## src/rtl/rfe_status_unit.sv

```systemverilog
module rfe_status_unit #(
  parameter int W      = 32,
  parameter int SHIFT  = 10,
  parameter int KEEP   = 2,
  parameter int GAP    = 2,
  parameter int U_BIT  = 6,
  parameter int P_BIT  = 7,
  parameter int R_BIT  = 8
) (
  input  logic         clk_i,
  input  logic         rst_i,
  input  logic         rfe_i,
  input  logic [W-1:0] status_i,
  input  logic [W-1:0] sp_i,
  input  logic [W-1:0] usp_i,
  output logic [W-1:0] status_o,
  output logic [W-1:0] sp_o,
  output logic [W-1:0] ksp_o
);
  localparam logic [W-1:0] ONES      = {W{1'b1}};
  localparam logic [W-1:0] KEEP_MASK = ~(ONES >> KEEP);
  localparam logic [W-1:0] LOW_MASK  = ONES >> (KEEP + GAP);

  logic [W-1:0] popped, restored;
  logic         to_user;

  assign popped   = (status_i & KEEP_MASK) | ((status_i & LOW_MASK) >> SHIFT);
  assign to_user  = popped[U_BIT];
  assign restored = popped | ({{(W-1){1'b0}}, ~popped[R_BIT]} << P_BIT);

  always_ff @(posedge clk_i) begin
    if (rst_i) begin
      status_o <= '0;
      sp_o     <= '0;
      ksp_o    <= '0;
    end else if (rfe_i) begin
      status_o <= restored;
      sp_o     <= to_user ? usp_i : sp_i;
      if (to_user) ksp_o <= sp_i;
    end
  end

  AST_TOP_KEPT: assert property (@(posedge clk_i) disable iff (rst_i)
    rfe_i |=> status_o[W-1 -: KEEP] == $past(status_i[W-1 -: KEEP]));
  AST_GAP_CLEAR: assert property (@(posedge clk_i) disable iff (rst_i)
    rfe_i |=> status_o[W-KEEP-1 -: GAP] == '0);
  AST_USER_SWAP: assert property (@(posedge clk_i) disable iff (rst_i)
    (rfe_i && status_i[U_BIT+SHIFT]) |=> (sp_o == $past(usp_i) && ksp_o == $past(sp_i)));
  AST_KERNEL_STAY: assert property (@(posedge clk_i) disable iff (rst_i)
    (rfe_i && !status_i[U_BIT+SHIFT]) |=> (sp_o == $past(sp_i) && $stable(ksp_o)));
  AST_PEND_SET: assert property (@(posedge clk_i) disable iff (rst_i)
    (rfe_i && !status_i[R_BIT+SHIFT]) |=> status_o[P_BIT]);
  AST_PEND_PASS: assert property (@(posedge clk_i) disable iff (rst_i)
    (rfe_i && status_i[R_BIT+SHIFT]) |=> status_o[P_BIT] == $past(status_i[P_BIT+SHIFT]));
  AST_HOLD: assert property (@(posedge clk_i) disable iff (rst_i)
    !rfe_i |=> ($stable(status_o) && $stable(sp_o) && $stable(ksp_o)));
endmodule

```

## config.mk

```make
export PLATFORM = sky130hd
export DESIGN_NAME = rfe_status_unit
export DESIGN_NICKNAME = d
export VERILOG_FILES = /design/src/rtl/rfe_status_unit.sv
export SDC_FILE = /design/constraint.sdc
export NUM_CORES = 1
export LEC_CHECK = 0
export ABC_AREA = 1
export BUFFER_PORTS_ARGS = -buffer_cell sky130_fd_sc_hd__buf_2
export CAP_MARGIN = 20
export CORE_ASPECT_RATIO = 1.75
export CORE_UTILIZATION = 42
export CTS_CLUSTER_SIZE = 25
export DETAILED_ROUTE_END_ITERATION = 10
export PLACE_DENSITY = 0.8
export SYNTH_ARGS = -nofsm -noshare
export SYNTH_HDL_FRONTEND = slang
export SYNTH_SLANG_ARGS = --single-unit
export TNS_END_PERCENT = 20
```

## constraint.sdc

```tcl
create_clock -name clk_i -period 1.54 [get_ports clk_i]
set_input_delay 0.308 -clock clk_i [delete_from_list [all_inputs] [get_ports clk_i]]
set_output_delay 0.308 -clock clk_i [all_outputs]
set_load 0.01 [all_outputs]
```

# --- Yosys cells after proc, flatten, opt, wreduce, memory -nomap -nowiden ---
# Index checks and enable logic that the tools add are counted.
totals:
  ff_bits: 96
  in_bits: 99
  output_inout_bits: 96
  wordCells: 8
classes:
  n_bitwise: 3
  n_mux: 1
  reduce_logical: 1
ops:
  columns: ["operator", "n"]
  rows:
  - ["32-bit 2-to-1 mux", 1]
  - ["32-bit by 18-bit bitwise OR with 32-bit output", 1]
  - ["32-bit by 8-bit bitwise OR with 32-bit output", 1]
  - ["2-bit AND reduction", 1]
  - ["1-bit inverter", 1]

# --- Longest topological paths before layout ---
# Gate-level depths: netlist of run 1.
logic_depth:
  depth_word: 3
  depth_mapped: 6
  depth_no_buf: 5

# --- Least setup slack after synthesis of run 1 ---
# No wires, ideal clock.
synth_path:
  path_type: "input to register"
  startpoint: "in rfe_i"
  endpoint: "reg sp_o[10]"
  setup_slack_ns: 0.518
  arrival_time_ns: 0.913
  path_stages: 6
  setup_time_ns: 0.109
  required_time_ns: 1.431
  path_buffers: 3
  path_cell_list: "buf_4 -> buf_4 -> buf_2 -> nand3_1 -> nand2_1 -> inv_1"
synth_rtl:
  columns: ["item", "line_no", "text"]
  rows:
  - ["start, declared", "12", "input logic rfe_i,"]
  - ["end signal, assigned", "38", "sp_o <= to_user ? usp_i : sp_i;"]
  - ["end, declared", "17", "output logic [W-1:0] sp_o,"]

# --- Final worst setup path of run 1 ---
layout_path:
  startpoint: "reg sp_o[26]"
  endpoint: "out sp_o[26]"
# No word-level cell between the ends.

==> results of run 1 <==
worst paths after layout:
kind	end	slack, ns	depth (start not counted)
hold / removal	status_o[11]	0.19	3
hold reg to reg	ksp_o[1]	0.46	2
setup / recovery	sp_o[26]	0.41	1
setup reg to reg	sp_o[26]	0.86	4
state kept, by name, summed over array words and instances (netlist names):
register	flops
ksp_o	32
sp_o	32
status_o	20
logic make-up (layout without fill, tap and decap cells):
kind of cell,count (synthesis),count (layout),share of synthesized area (%)
flip-flops,84,84,47.63
AND/OR/NAND/NOR,296,296,33.74
AO/OA/AOI/OAI,52,52,7.371
other,1,12,0.1062
buffers and inverters,82,231,11.16
synthesized netlist by cell type (all sizes together):
| library cell | instances |
|---|---|
| nand3 | 64 |
| inv | 35 |
| conb | 1 |
| a21oi | 34 |
| dfxtp | 84 |
| nor2 | 100 |
| nand2 | 132 |
| o21ai | 18 |
| buf | 39 |
| clkbuf | 8 |
cell usage in the layout (no fill, tap or decap):
master,netlist,routed
nand2_1,132,132
conb_1,1,12
inv_1,34,34
dfxtp_1,84,84
buf_4,16,7
a21oi_1,34,34
nand3_1,64,64
clkinv_2,0,2
clkbuf_16,0,9
buf_12,0,4
o21ai_0,18,18
nor2_1,100,100
clkbuf_8,0,3
inv_2,1,1
bufinv_16,0,2
buf_2,21,169
through the flow:
| step | utilization, % | instances | power, mW | setup slack, ns | hold slack [ns] |
|---|---|---|---|---|---|
| 3_5_place_dp | 54.89 | 749 | 3.197 | 0.3123 | 0.4529 |
| 2_1_floorplan | - | 526 | 2.874 | 0.5181 | 0.4429 |
| 4_1_cts | 59.09 | 765 | 5.561 | 0.3985 | 0.1887 |
| 3_3_place_gp | 54.89 | 749 | 3.170 | 0.3480 | 0.4453 |
| 6_report | 59.09 | 765 | 5.513 | 0.4110 | 0.1944 |
| 5_1_grt | 59.09 | 765 | 5.769 | 0.3739 | 0.1991 |
report_power, final:
group	switching, mW	internal (mW)	total, mW
clock	0.816	1.55	2.36
sequential	0.0627	2.31	2.37
combinational	0.455	0.323	0.779
layout make-up:
cell class,instances,share of cell area [%]
Timing Repair Buffer,180,20.66
Clock buffer,12,5.626
Clock inverter,4,1.479
Sequential cell,84,35.50
Tap cell,90,2.377
Multi-Input combinational cell,360,31.59
Inverter,35,2.773
routing by layer:
layer	part of all wire, %	global-route usage [%]
met4	3.9	13.63
met2	52	39.52
met3	5.2	4.238
met5	0	0
met1	39	22.87
==> impl_metrics.xml, run 1 <==
<?xml version="1.0" encoding="UTF-8"?>
<metrics>
  <group name="clocking">
    <metric name="cts-htree-levels" unit="">3</metric>
    <metric name="post_cts_buffers" unit="">0</metric>
    <metric name="clock-root-buffer" unit="">clkbuf_16</metric>
    <metric name="clock_path_buffers" unit="">2</metric>
    <metric name="post_cts_resized" unit="">0</metric>
    <metric name="tritoncts" unit="">built</metric>
    <metric name="cts_hold_buf" unit="">0</metric>
    <metric name="clk_latency" unit="ns">0.33</metric>
    <metric name="clock-sinks" unit="">84</metric>
    <metric name="clkTransAtPathRegs" unit="ns">0.06</metric>
    <metric name="numCtsBuffers" unit="">9</metric>
  </group>
  <group name="synthesis">
    <metric name="postSynthRegisterBits" unit="">84</metric>
    <metric name="netlist_area" unit="sq mm">0.003531</metric>
    <metric name="synthDistinctLibCells" unit="">13</metric>
    <metric name="syn_warnings" unit="">0</metric>
    <metric name="avgSynthCellArea" unit="sq um">6.856</metric>
    <metric name="netlist_top_cells_area" unit="">dfxtp_1 (48%), nand2_1 (14%), nor2_1 (11%)</metric>
    <metric name="post_synthesis_cell_type_with_the_largest_combined_area" unit="">dfxtp_1</metric>
    <metric name="seq_area_frac_synth" unit="%">47.63</metric>
    <metric name="netlist_instances" unit="">515</metric>
    <metric name="share_of_the_synthesized_area_in_the_top_cell_type" unit="%">47.63</metric>
  </group>
  <group name="outcome">
    <metric name="outcome" unit="">complete, but fails checks</metric>
    <metric name="violated_checks" unit="">design-rule violations</metric>
  </group>
  <group name="floorplanning">
    <metric name="chipHeight" unit="microns">123.3</metric>
    <metric name="design.die.area" unit="sq mm">0.008792</metric>
    <metric name="rows" unit="">43</metric>
    <metric name="floorplan.io_pins" unit="">195</metric>
    <metric name="core" unit="sq mm">0.008016</metric>
    <metric name="die-width" unit="microns">71.31</metric>
    <metric name="start_util" unit="%">44.05</metric>
  </group>
  <group name="pwr">
    <metric name="vdd.ir_drop.worst" unit="V">0.0007369</metric>
    <metric name="power.static_leakage" unit="nW">2.605</metric>
    <metric name="power_density" unit="mW/mm^2">1164</metric>
  </group>
  <group name="worst_hold_path">
    <metric name="hp-start" unit="">status_i[21]</metric>
    <metric name="hp-class" unit="">primary input to flop</metric>
  </group>
  <group name="global_routing">
    <metric name="grt_max_degree" unit="">67</metric>
    <metric name="grt_antenna_before_repair" unit="">0</metric>
    <metric name="first_pass_grt_wire_length" unit="mm">15.01</metric>
    <metric name="groute.usage.overall" unit="%">21.84</metric>
    <metric name="grt_remaining_overflow" unit="">0</metric>
    <metric name="first_global_vias" unit="">3415</metric>
  </group>
  <group name="layout">
    <metric name="final_net_count" unit="">769</metric>
    <metric name="insertedDiodeCount" unit="">0</metric>
    <metric name="multiInputGateArea" unit="sq mm">0.001496</metric>
    <metric name="synthToLayoutAreaGrowth" unit="%">34.16</metric>
    <metric name="drive_above_1_share" unit="%">29.19</metric>
    <metric name="layout.filler_cells" unit="">758</metric>
    <metric name="final_design_area_no_fill" unit="sq mm">0.004737</metric>
    <metric name="ff_latch_area" unit="sq mm">0.001682</metric>
  </group>
  <group name="setup_path">
    <metric name="critical_path_class" unit="">flop to primary output</metric>
    <metric name="worst_r2r_startpoint" unit="">sp_o[26]</metric>
    <metric name="worst_endpoint_required_time" unit="ns">1.23</metric>
    <metric name="crit_path_cell_trace" unit="">buf_2</metric>
    <metric name="worst-path-max-fanout" unit="">2</metric>
    <metric name="timing.critical_path.from" unit="">sp_o[26]</metric>
    <metric name="worstSetupStartpointType" unit="">flop</metric>
    <metric name="critical_path.max_stage_delay" unit="ns">0.35</metric>
    <metric name="critical_path.slowest_cell" unit="">dfxtp_1</metric>
    <metric name="critical_path_endpoint_category" unit="">primary output</metric>
    <metric name="critPathTopFamily" unit="">flip-flops</metric>
    <metric name="worstPathArrival" unit="ns">0.82</metric>
    <metric name="critical_path_buffer_and_inverter_count" unit="">1</metric>
  </group>
  <group name="detailed_routing">
    <metric name="route.detailed.vias_per_inst" unit="">4.854</metric>
    <metric name="wire_per_inst" unit="microns">12.46</metric>
    <metric name="ant_nets" unit="">0</metric>
    <metric name="dr.pass1.iters" unit="">8</metric>
    <metric name="drt-total-wl" unit="mm">9.529</metric>
    <metric name="routed-via-count" unit="">3713</metric>
    <metric name="drc_errors" unit="">12</metric>
    <metric name="drt_iter0_drc" unit="">214</metric>
  </group>
  <group name="sta">
    <metric name="fin_worst_skew" unit="ns">0</metric>
    <metric name="finalMaxSlewViolations" unit="">0</metric>
    <metric name="number_of_hold_violations_in_the_final_report" unit="">0</metric>
    <metric name="timing.fmax" unit="MHz">885.7</metric>
    <metric name="finalWorstPathRequiredPeriod" unit="ns">1.129</metric>
    <metric name="setup-violations-final" unit="">0</metric>
    <metric name="tns" unit="ns">0</metric>
    <metric name="post-route-period-util" unit="%">73.31</metric>
    <metric name="rsz0062_at_grt" unit="">no</metric>
  </group>
  <group name="place">
    <metric name="number_of_input_and_output_port_buffers_inserted" unit="">170</metric>
    <metric name="gp_routability_congestion" unit="">0.7674</metric>
    <metric name="post_dp_cell_area" unit="sq mm">0.004400</metric>
    <metric name="detailed_place_hpwl" unit="mm">6.818</metric>
  </group>
  <group name="run">
    <metric name="timing.max_cap.violations" unit="">0</metric>
  </group>
</metrics>
Power figures use the tool's default switching activity.
==> run 2: changes to the inputs <==
--- a/config.mk
+++ b/config.mk
@@ -9,7 +9,7 @@
 export BUFFER_PORTS_ARGS = -buffer_cell sky130_fd_sc_hd__buf_2
 export CAP_MARGIN = 20
 export CORE_ASPECT_RATIO = 1.75
-export CORE_UTILIZATION = 42
+export CORE_UTILIZATION = 40
 export CTS_CLUSTER_SIZE = 25
 export DETAILED_ROUTE_END_ITERATION = 10
 export PLACE_DENSITY = 0.8
==> constraint.sdc (replaced) <==
create_clock -name clk_i -period 0.9 [get_ports clk_i]
set_input_delay 0.18 -clock clk_i [delete_from_list [all_inputs] [get_ports clk_i]]
set_output_delay 0.18 -clock clk_i [all_outputs]
set_load 0.01 [all_outputs]
==> run 2 against run 1 <==
The run ends with negative setup slack left. Cell area up 18%. Register-to-register slack lost 0.69 ns. Worst hold slack worse by 0.12 ns. Utilization is 5.5 points higher. Final cell count increased by 4.4%. Largest power group is now the clock network. Clock skew unchanged. Via count up 6.0%.
==> impl_metrics.xml, run 2 (same netlist as run 1, synthesis figures left out) <==
<?xml version="1.0" encoding="UTF-8"?>
<metrics>
  <group name="detailed_routing">
    <metric name="drt_iter0_drc" unit="">295</metric>
    <metric name="drt-total-wl" unit="mm">10.55</metric>
    <metric name="route.detailed.vias_per_inst" unit="">4.924</metric>
    <metric name="drc_errors" unit="">0</metric>
    <metric name="ant_nets" unit="">0</metric>
    <metric name="routed-via-count" unit="">3934</metric>
    <metric name="wire_per_inst" unit="microns">13.21</metric>
    <metric name="dr.pass1.iters" unit="">5</metric>
  </group>
  <group name="setup_path">
    <metric name="critical_path_class" unit="">flop to primary output</metric>
    <metric name="crit_path_cell_trace" unit="">buf_6</metric>
    <metric name="critical_path.max_stage_delay" unit="ns">0.36</metric>
    <metric name="worstPathArrival" unit="ns">0.81</metric>
    <metric name="worstSetupStartpointType" unit="">flop</metric>
    <metric name="critical_path.reg2reg.endpoint" unit="">ksp_o[29]</metric>
    <metric name="critical_path_endpoint_category" unit="">primary output</metric>
    <metric name="critPathTopFamily" unit="">flip-flops</metric>
    <metric name="critical_path.slowest_cell" unit="">dfxtp_4</metric>
    <metric name="r2r_cells" unit="">3</metric>
    <metric name="worst_r2r_startpoint" unit="">ksp_o[29]</metric>
    <metric name="r2r_slack" unit="ns">0.17</metric>
    <metric name="worst-path-max-fanout" unit="">2</metric>
    <metric name="worst_endpoint_required_time" unit="ns">0.72</metric>
    <metric name="critical_path_buffer_and_inverter_count" unit="">1</metric>
  </group>
  <group name="pwr">
    <metric name="total_power" unit="mW">10.20</metric>
    <metric name="power_density" unit="mW/mm^2">1831</metric>
    <metric name="vdd.ir_drop.worst" unit="V">0.001171</metric>
    <metric name="power.static_leakage" unit="nW">2.803</metric>
    <metric name="relative_contribution_of_sequential_cells_to_total_power" unit="%">40.8</metric>
    <metric name="switching_share" unit="%">24.18</metric>
    <metric name="internal_power" unit="mW">7.731</metric>
    <metric name="proportion_of_power_drawn_by_the_clock_network" unit="%">42.7</metric>
    <metric name="switchingPower" unit="mW">2.466</metric>
    <metric name="comb_power_share" unit="%">16.5</metric>
  </group>
  <group name="sta">
    <metric name="finalWorstPathRequiredPeriod" unit="ns">0.9938</metric>
    <metric name="setup-violations-final" unit="">84</metric>
    <metric name="number_of_hold_violations_in_the_final_report" unit="">0</metric>
    <metric name="tns" unit="ns">-4.328</metric>
    <metric name="rsz0062_at_grt" unit="">yes</metric>
    <metric name="fin_worst_skew" unit="ns">0</metric>
    <metric name="timing.fmax" unit="MHz">1006</metric>
    <metric name="finalMaxSlewViolations" unit="">0</metric>
    <metric name="post-route-period-util" unit="%">110.4</metric>
    <metric name="final_critical_path_setup_slack" unit="ns">-0.09377</metric>
  </group>
  <group name="worst_hold_path">
    <metric name="worstHoldPathCells" unit="">3</metric>
    <metric name="hp-start" unit="">status_i[30]</metric>
    <metric name="timing.hold.worst_endpoint" unit="">status_o[30]</metric>
    <metric name="hp-class" unit="">primary input to flop</metric>
  </group>
  <group name="global_routing">
    <metric name="first_global_vias" unit="">3685</metric>
    <metric name="grt_max_degree" unit="">40</metric>
    <metric name="grt_antenna_before_repair" unit="">0</metric>
    <metric name="grt_remaining_overflow" unit="">0</metric>
    <metric name="groute.usage.overall" unit="%">23.11</metric>
    <metric name="first_pass_grt_wire_length" unit="mm">16.46</metric>
  </group>
  <group name="place">
    <metric name="gp_routability_congestion" unit="">0.7890</metric>
    <metric name="number_of_input_and_output_port_buffers_inserted" unit="">170</metric>
    <metric name="detailed_place_hpwl" unit="mm">6.780</metric>
  </group>
  <group name="run">
    <metric name="timing.max_cap.violations" unit="">0</metric>
  </group>
  <group name="floorplanning">
    <metric name="core" unit="sq mm">0.008615</metric>
    <metric name="die-width" unit="microns">73.02</metric>
    <metric name="design.die.area" unit="sq mm">0.009221</metric>
    <metric name="chipHeight" unit="microns">126.3</metric>
    <metric name="floorplan.io_pins" unit="">195</metric>
    <metric name="start_util" unit="%">40.99</metric>
    <metric name="rows" unit="">45</metric>
  </group>
  <group name="layout">
    <metric name="reg.largest.list" unit="">ksp_o: 32 flops, sp_o: 32 flops, status_o: 20 flops</metric>
    <metric name="synthToLayoutAreaGrowth" unit="%">57.69</metric>
    <metric name="final_cell_mix" unit="">nand2_1 (132), nor2_1 (100), buf_2 (85)</metric>
    <metric name="drive_above_1_share" unit="%">42.23</metric>
    <metric name="final_net_count" unit="">776</metric>
    <metric name="insertedDiodeCount" unit="">0</metric>
    <metric name="leading_cell_type_in_the_layout_fill_and_taps_excluded" unit="">nand2_1</metric>
  </group>
  <group name="clocking">
    <metric name="clock-sinks" unit="">84</metric>
    <metric name="tritoncts" unit="">built</metric>
    <metric name="clkTransAtPathRegs" unit="ns">0.06</metric>
    <metric name="clk_latency" unit="ns">0.33</metric>
    <metric name="cts_hold_buf" unit="">0</metric>
    <metric name="numCtsBuffers" unit="">9</metric>
    <metric name="clock_path_buffers" unit="">2</metric>
    <metric name="clock-root-buffer" unit="">clkbuf_16</metric>
    <metric name="cts-htree-levels" unit="">3</metric>
  </group>
  <group name="outcome">
    <metric name="outcome" unit="">complete, but fails checks</metric>
    <metric name="violated_checks" unit="">negative setup slack</metric>
  </group>
</metrics>
-- run 2: metal layers --
metal	global-route usage (%)	share of wire, %	vias up
met4	17.07	5.5	0
met1	24.02	37	1784
li1	-	-	1911
met3	4.240	5.3	50
met5	0	0	-
met2	39.98	52	189
-- run 2: worst max-delay path by stage --
stage / startpoint / endpoint / slack (ns) / cells after the start
3_5_place_dp: rfe_i / ksp_o[22] / -0.08 / 5
4_1_cts: ksp_o[30] / ksp_o[30] / -0.11 / 1
2_1_floorplan: rfe_i / sp_o[10] / 0.006 / 6
3_3_place_gp: status_i[16] / sp_o[0] / -0.05 / 7
5_1_grt: ksp_o[30] / ksp_o[30] / -0.12 / 1
6_report: ksp_o[30] / ksp_o[30] / -0.09 / 1
-- run 2: cell type report --
class | count | area [sq um]
Sequential cell | 84 | 1789
Clock buffer | 11 | 252.7
Multi-Input combinational cell | 360 | 1496
Clock inverter | 5 | 107.6
Tap cell | 117 | 146.4
Fill cell | 689 | 3047
Inverter | 35 | 131.4
Timing Repair Buffer | 187 | 1644
-- run 2: worst register-to-register path: stages, from the launching register on --
cell     delay (ns)
dfxtp_2        0.36
buf_4          0.11
nand2_1        0.04
a21oi_1        0.14
-- run 2: timing repair --
action                                  CTS  global route
endpoints found under the setup margin   84            84
buffers inserted                          1             4
gates cloned                              0             0
gates resized for setup                 170             0
-- run 2: power groups by stage --
stage	Clock (mW)	Sequential (mW)	Combinational, mW
finish	4.36	4.16	1.68
global route	4.59	4.18	1.83
CTS	4.44	4.16	1.65
detailed placement	0	4.14	1.39
global placement	0	4.13	1.36
floorplan	0	4.25	0.669
-- run 2: stage by stage --
step                      util (%)  hold slack, ns  setup WS [ns]  instances  instance area [sq um]
after floorplan                  -          0.3149       0.006139        526                   3572
final                        64.63         0.07130       -0.09377        799                   5568
after global placement       52.67          0.4032       -0.04901        778                   4537
after global routing         64.63         0.06758        -0.1203        799                   5568
after detailed placement     52.67          0.4135       -0.08469        778                   4537
after CTS                    64.28         0.05355        -0.1100        795                   5538
==> run 3: changes to the inputs <==
--- a/config.mk
+++ b/config.mk
@@ -9,7 +9,7 @@
 export BUFFER_PORTS_ARGS = -buffer_cell sky130_fd_sc_hd__buf_2
 export CAP_MARGIN = 20
 export CORE_ASPECT_RATIO = 1.75
-export CORE_UTILIZATION = 40
+export CORE_UTILIZATION = 42
 export CTS_CLUSTER_SIZE = 25
 export DETAILED_ROUTE_END_ITERATION = 10
 export PLACE_DENSITY = 0.8
==> constraint.sdc (replaced) <==
create_clock -name clk_i -period 1.3 [get_ports clk_i]
set_input_delay 0.26 -clock clk_i [delete_from_list [all_inputs] [get_ports clk_i]]
set_output_delay 0.26 -clock clk_i [all_outputs]
set_load 0.01 [all_outputs]
==> run 3 against run 2 <==
The run ends with design-rule violations left. First-iteration DRC count is 28% lower. Clock skew unchanged. Worst setup slack improved by 0.32 ns. Combinational power shrank 45%. Clock power is 33% lower. Register-to-register slack better by 0.47 ns. Sequential cell count did not move. Critical path depth stayed put. Final cell count down 4.3%. Sequential power shrank 32%. Clock-buffer cell count up 1. Critical path type unchanged. Largest power group unchanged. Highest routed layer unchanged.
==> impl_metrics.xml, run 3 (same netlist as run 1, synthesis figures left out) <==
<?xml version="1.0" encoding="UTF-8"?>
<metrics>
  <group name="clocking">
    <metric name="cts_hold_buf" unit="">0</metric>
    <metric name="cts-htree-levels" unit="">3</metric>
    <metric name="post_cts_resized" unit="">0</metric>
    <metric name="tritoncts" unit="">built</metric>
    <metric name="clock-sinks" unit="">84</metric>
    <metric name="numCtsBuffers" unit="">9</metric>
    <metric name="clk_latency" unit="ns">0.32</metric>
    <metric name="post_cts_buffers" unit="">0</metric>
    <metric name="clock_path_buffers" unit="">2</metric>
    <metric name="clock-root-buffer" unit="">clkbuf_16</metric>
    <metric name="clkTransAtPathRegs" unit="ns">0.06</metric>
  </group>
  <group name="global_routing">
    <metric name="grt_max_degree" unit="">67</metric>
    <metric name="first_global_vias" unit="">3321</metric>
    <metric name="grt_remaining_overflow" unit="">0</metric>
    <metric name="groute.usage.overall" unit="%">21.84</metric>
    <metric name="grt_antenna_before_repair" unit="">0</metric>
    <metric name="first_pass_grt_wire_length" unit="mm">15.00</metric>
  </group>
  <group name="layout">
    <metric name="multiInputGateArea" unit="sq mm">0.001496</metric>
    <metric name="reg.largest.list" unit="">ksp_o: 32 flops, sp_o: 32 flops, status_o: 20 flops</metric>
    <metric name="final_cell_mix" unit="">buf_2 (169), nand2_1 (132), nor2_1 (100)</metric>
    <metric name="ff_latch_area" unit="sq mm">0.001682</metric>
    <metric name="synthToLayoutAreaGrowth" unit="%">34.59</metric>
    <metric name="fin_cells" unit="">765</metric>
    <metric name="finish.utilization" unit="%">59.28</metric>
    <metric name="insertedDiodeCount" unit="">0</metric>
    <metric name="drive_above_1_share" unit="%">29.04</metric>
    <metric name="layout.filler_cells" unit="">742</metric>
    <metric name="final_net_count" unit="">769</metric>
    <metric name="leading_cell_type_in_the_layout_fill_and_taps_excluded" unit="">buf_2</metric>
  </group>
  <group name="setup_path">
    <metric name="worst_endpoint_required_time" unit="ns">1.04</metric>
    <metric name="crit_path_cell_trace" unit="">buf_2</metric>
    <metric name="worstSetupStartpointType" unit="">flop</metric>
    <metric name="critPathTopFamily" unit="">flip-flops</metric>
    <metric name="r2r_slack" unit="ns">0.64</metric>
    <metric name="critical_path.max_stage_delay" unit="ns">0.35</metric>
    <metric name="worst-path-max-fanout" unit="">2</metric>
    <metric name="critical_path.slowest_cell" unit="">dfxtp_1</metric>
    <metric name="critical_path_class" unit="">flop to primary output</metric>
    <metric name="worstPathArrival" unit="ns">0.82</metric>
    <metric name="critical_path_endpoint_category" unit="">primary output</metric>
    <metric name="critical_path_buffer_and_inverter_count" unit="">1</metric>
  </group>
  <group name="floorplanning">
    <metric name="floorplan.io_pins" unit="">195</metric>
    <metric name="start_util" unit="%">44.05</metric>
    <metric name="chipHeight" unit="microns">123.3</metric>
    <metric name="die-width" unit="microns">71.31</metric>
    <metric name="core" unit="sq mm">0.008016</metric>
    <metric name="rows" unit="">43</metric>
    <metric name="design.die.area" unit="sq mm">0.008792</metric>
  </group>
  <group name="pwr">
    <metric name="vdd.ir_drop.worst" unit="V">0.0009008</metric>
    <metric name="power_density" unit="mW/mm^2">1403</metric>
    <metric name="switching_share" unit="%">23.57</metric>
    <metric name="power.static_leakage" unit="nW">2.609</metric>
    <metric name="proportion_of_power_drawn_by_the_clock_network" unit="%">44.0</metric>
    <metric name="switchingPower" unit="mW">1.572</metric>
    <metric name="relative_contribution_of_sequential_cells_to_total_power" unit="%">42.2</metric>
    <metric name="comb_power_share" unit="%">13.8</metric>
    <metric name="internal_power" unit="mW">5.097</metric>
  </group>
  <group name="detailed_routing">
    <metric name="routed-via-count" unit="">3743</metric>
    <metric name="route.detailed.vias_per_inst" unit="">4.893</metric>
    <metric name="drc_errors" unit="">12</metric>
    <metric name="drt_iter0_drc" unit="">211</metric>
    <metric name="wire_per_inst" unit="microns">12.42</metric>
    <metric name="drt-total-wl" unit="mm">9.502</metric>
    <metric name="ant_nets" unit="">0</metric>
    <metric name="dr.pass1.iters" unit="">9</metric>
  </group>
  <group name="place">
    <metric name="gp_routability_congestion" unit="">0.7817</metric>
    <metric name="detailed_place_hpwl" unit="mm">6.857</metric>
    <metric name="post-place-cells" unit="">749</metric>
    <metric name="detailedPlace.worstSlack" unit="ns">0.2098</metric>
    <metric name="number_of_input_and_output_port_buffers_inserted" unit="">170</metric>
  </group>
  <group name="outcome">
    <metric name="violated_checks" unit="">design-rule violations</metric>
    <metric name="outcome" unit="">complete, but fails checks</metric>
  </group>
  <group name="sta">
    <metric name="finalMaxSlewViolations" unit="">0</metric>
    <metric name="fin_worst_skew" unit="ns">0</metric>
    <metric name="timing.fmax" unit="MHz">928.8</metric>
    <metric name="post-route-period-util" unit="%">82.82</metric>
    <metric name="final_critical_path_setup_slack" unit="ns">0.2234</metric>
    <metric name="rsz0062_at_grt" unit="">no</metric>
    <metric name="whs" unit="ns">0.1560</metric>
    <metric name="setup-violations-final" unit="">0</metric>
    <metric name="finalWorstPathRequiredPeriod" unit="ns">1.077</metric>
    <metric name="number_of_hold_violations_in_the_final_report" unit="">0</metric>
    <metric name="tns" unit="ns">0</metric>
  </group>
  <group name="worst_hold_path">
    <metric name="hp-class" unit="">primary input to flop</metric>
  </group>
  <group name="run">
    <metric name="timing.max_cap.violations" unit="">0</metric>
  </group>
</metrics>
[run 3: per-layer routing]
layer	up-vias	global-route usage [%]	routed length [microns]
met5	-	0	0
met4	0	11.00	205
met3	18	4.319	474
met2	137	40.12	5161
met1	1702	23.38	3662
li1	1886	-	-
[run 3: worst paths after layout]
check | to | cells after the start | from
setup / recovery | ksp_o[13] | 1 | ksp_o[13]
hold / removal | status_o[9] | 3 | status_i[19]
setup reg to reg | sp_o[16] | 4 | sp_o[16]
hold reg to reg | ksp_o[17] | 2 | ksp_o[17]
[run 3: through the flow]
step,power [mW],instance area [sq um]
finish,6.669,4752
global route,6.977,4752
CTS,6.745,4752
detailed placement,3.788,4400
global placement,3.754,4400
floorplan,3.405,3572
[run 3: final cells by class]
cell class | instances | share of cell area (%)
Sequential cell | 84 | 35.39
Timing Repair Buffer | 180 | 20.59
Tap cell | 90 | 2.370
Clock inverter | 4 | 2.001
Inverter | 35 | 2.765
Clock buffer | 12 | 5.398
Multi-Input combinational cell | 360 | 31.49
[run 3: power groups by stage]
stage	Combinational (mW)	Clock (mW)	Sequential (mW)
after floorplan	0.463	0	2.94
after global placement	0.897	0	2.86
after detailed placement	0.921	0	2.87
after CTS	0.926	3.01	2.81
after global routing	1.03	3.12	2.83
final	0.920	2.94	2.81
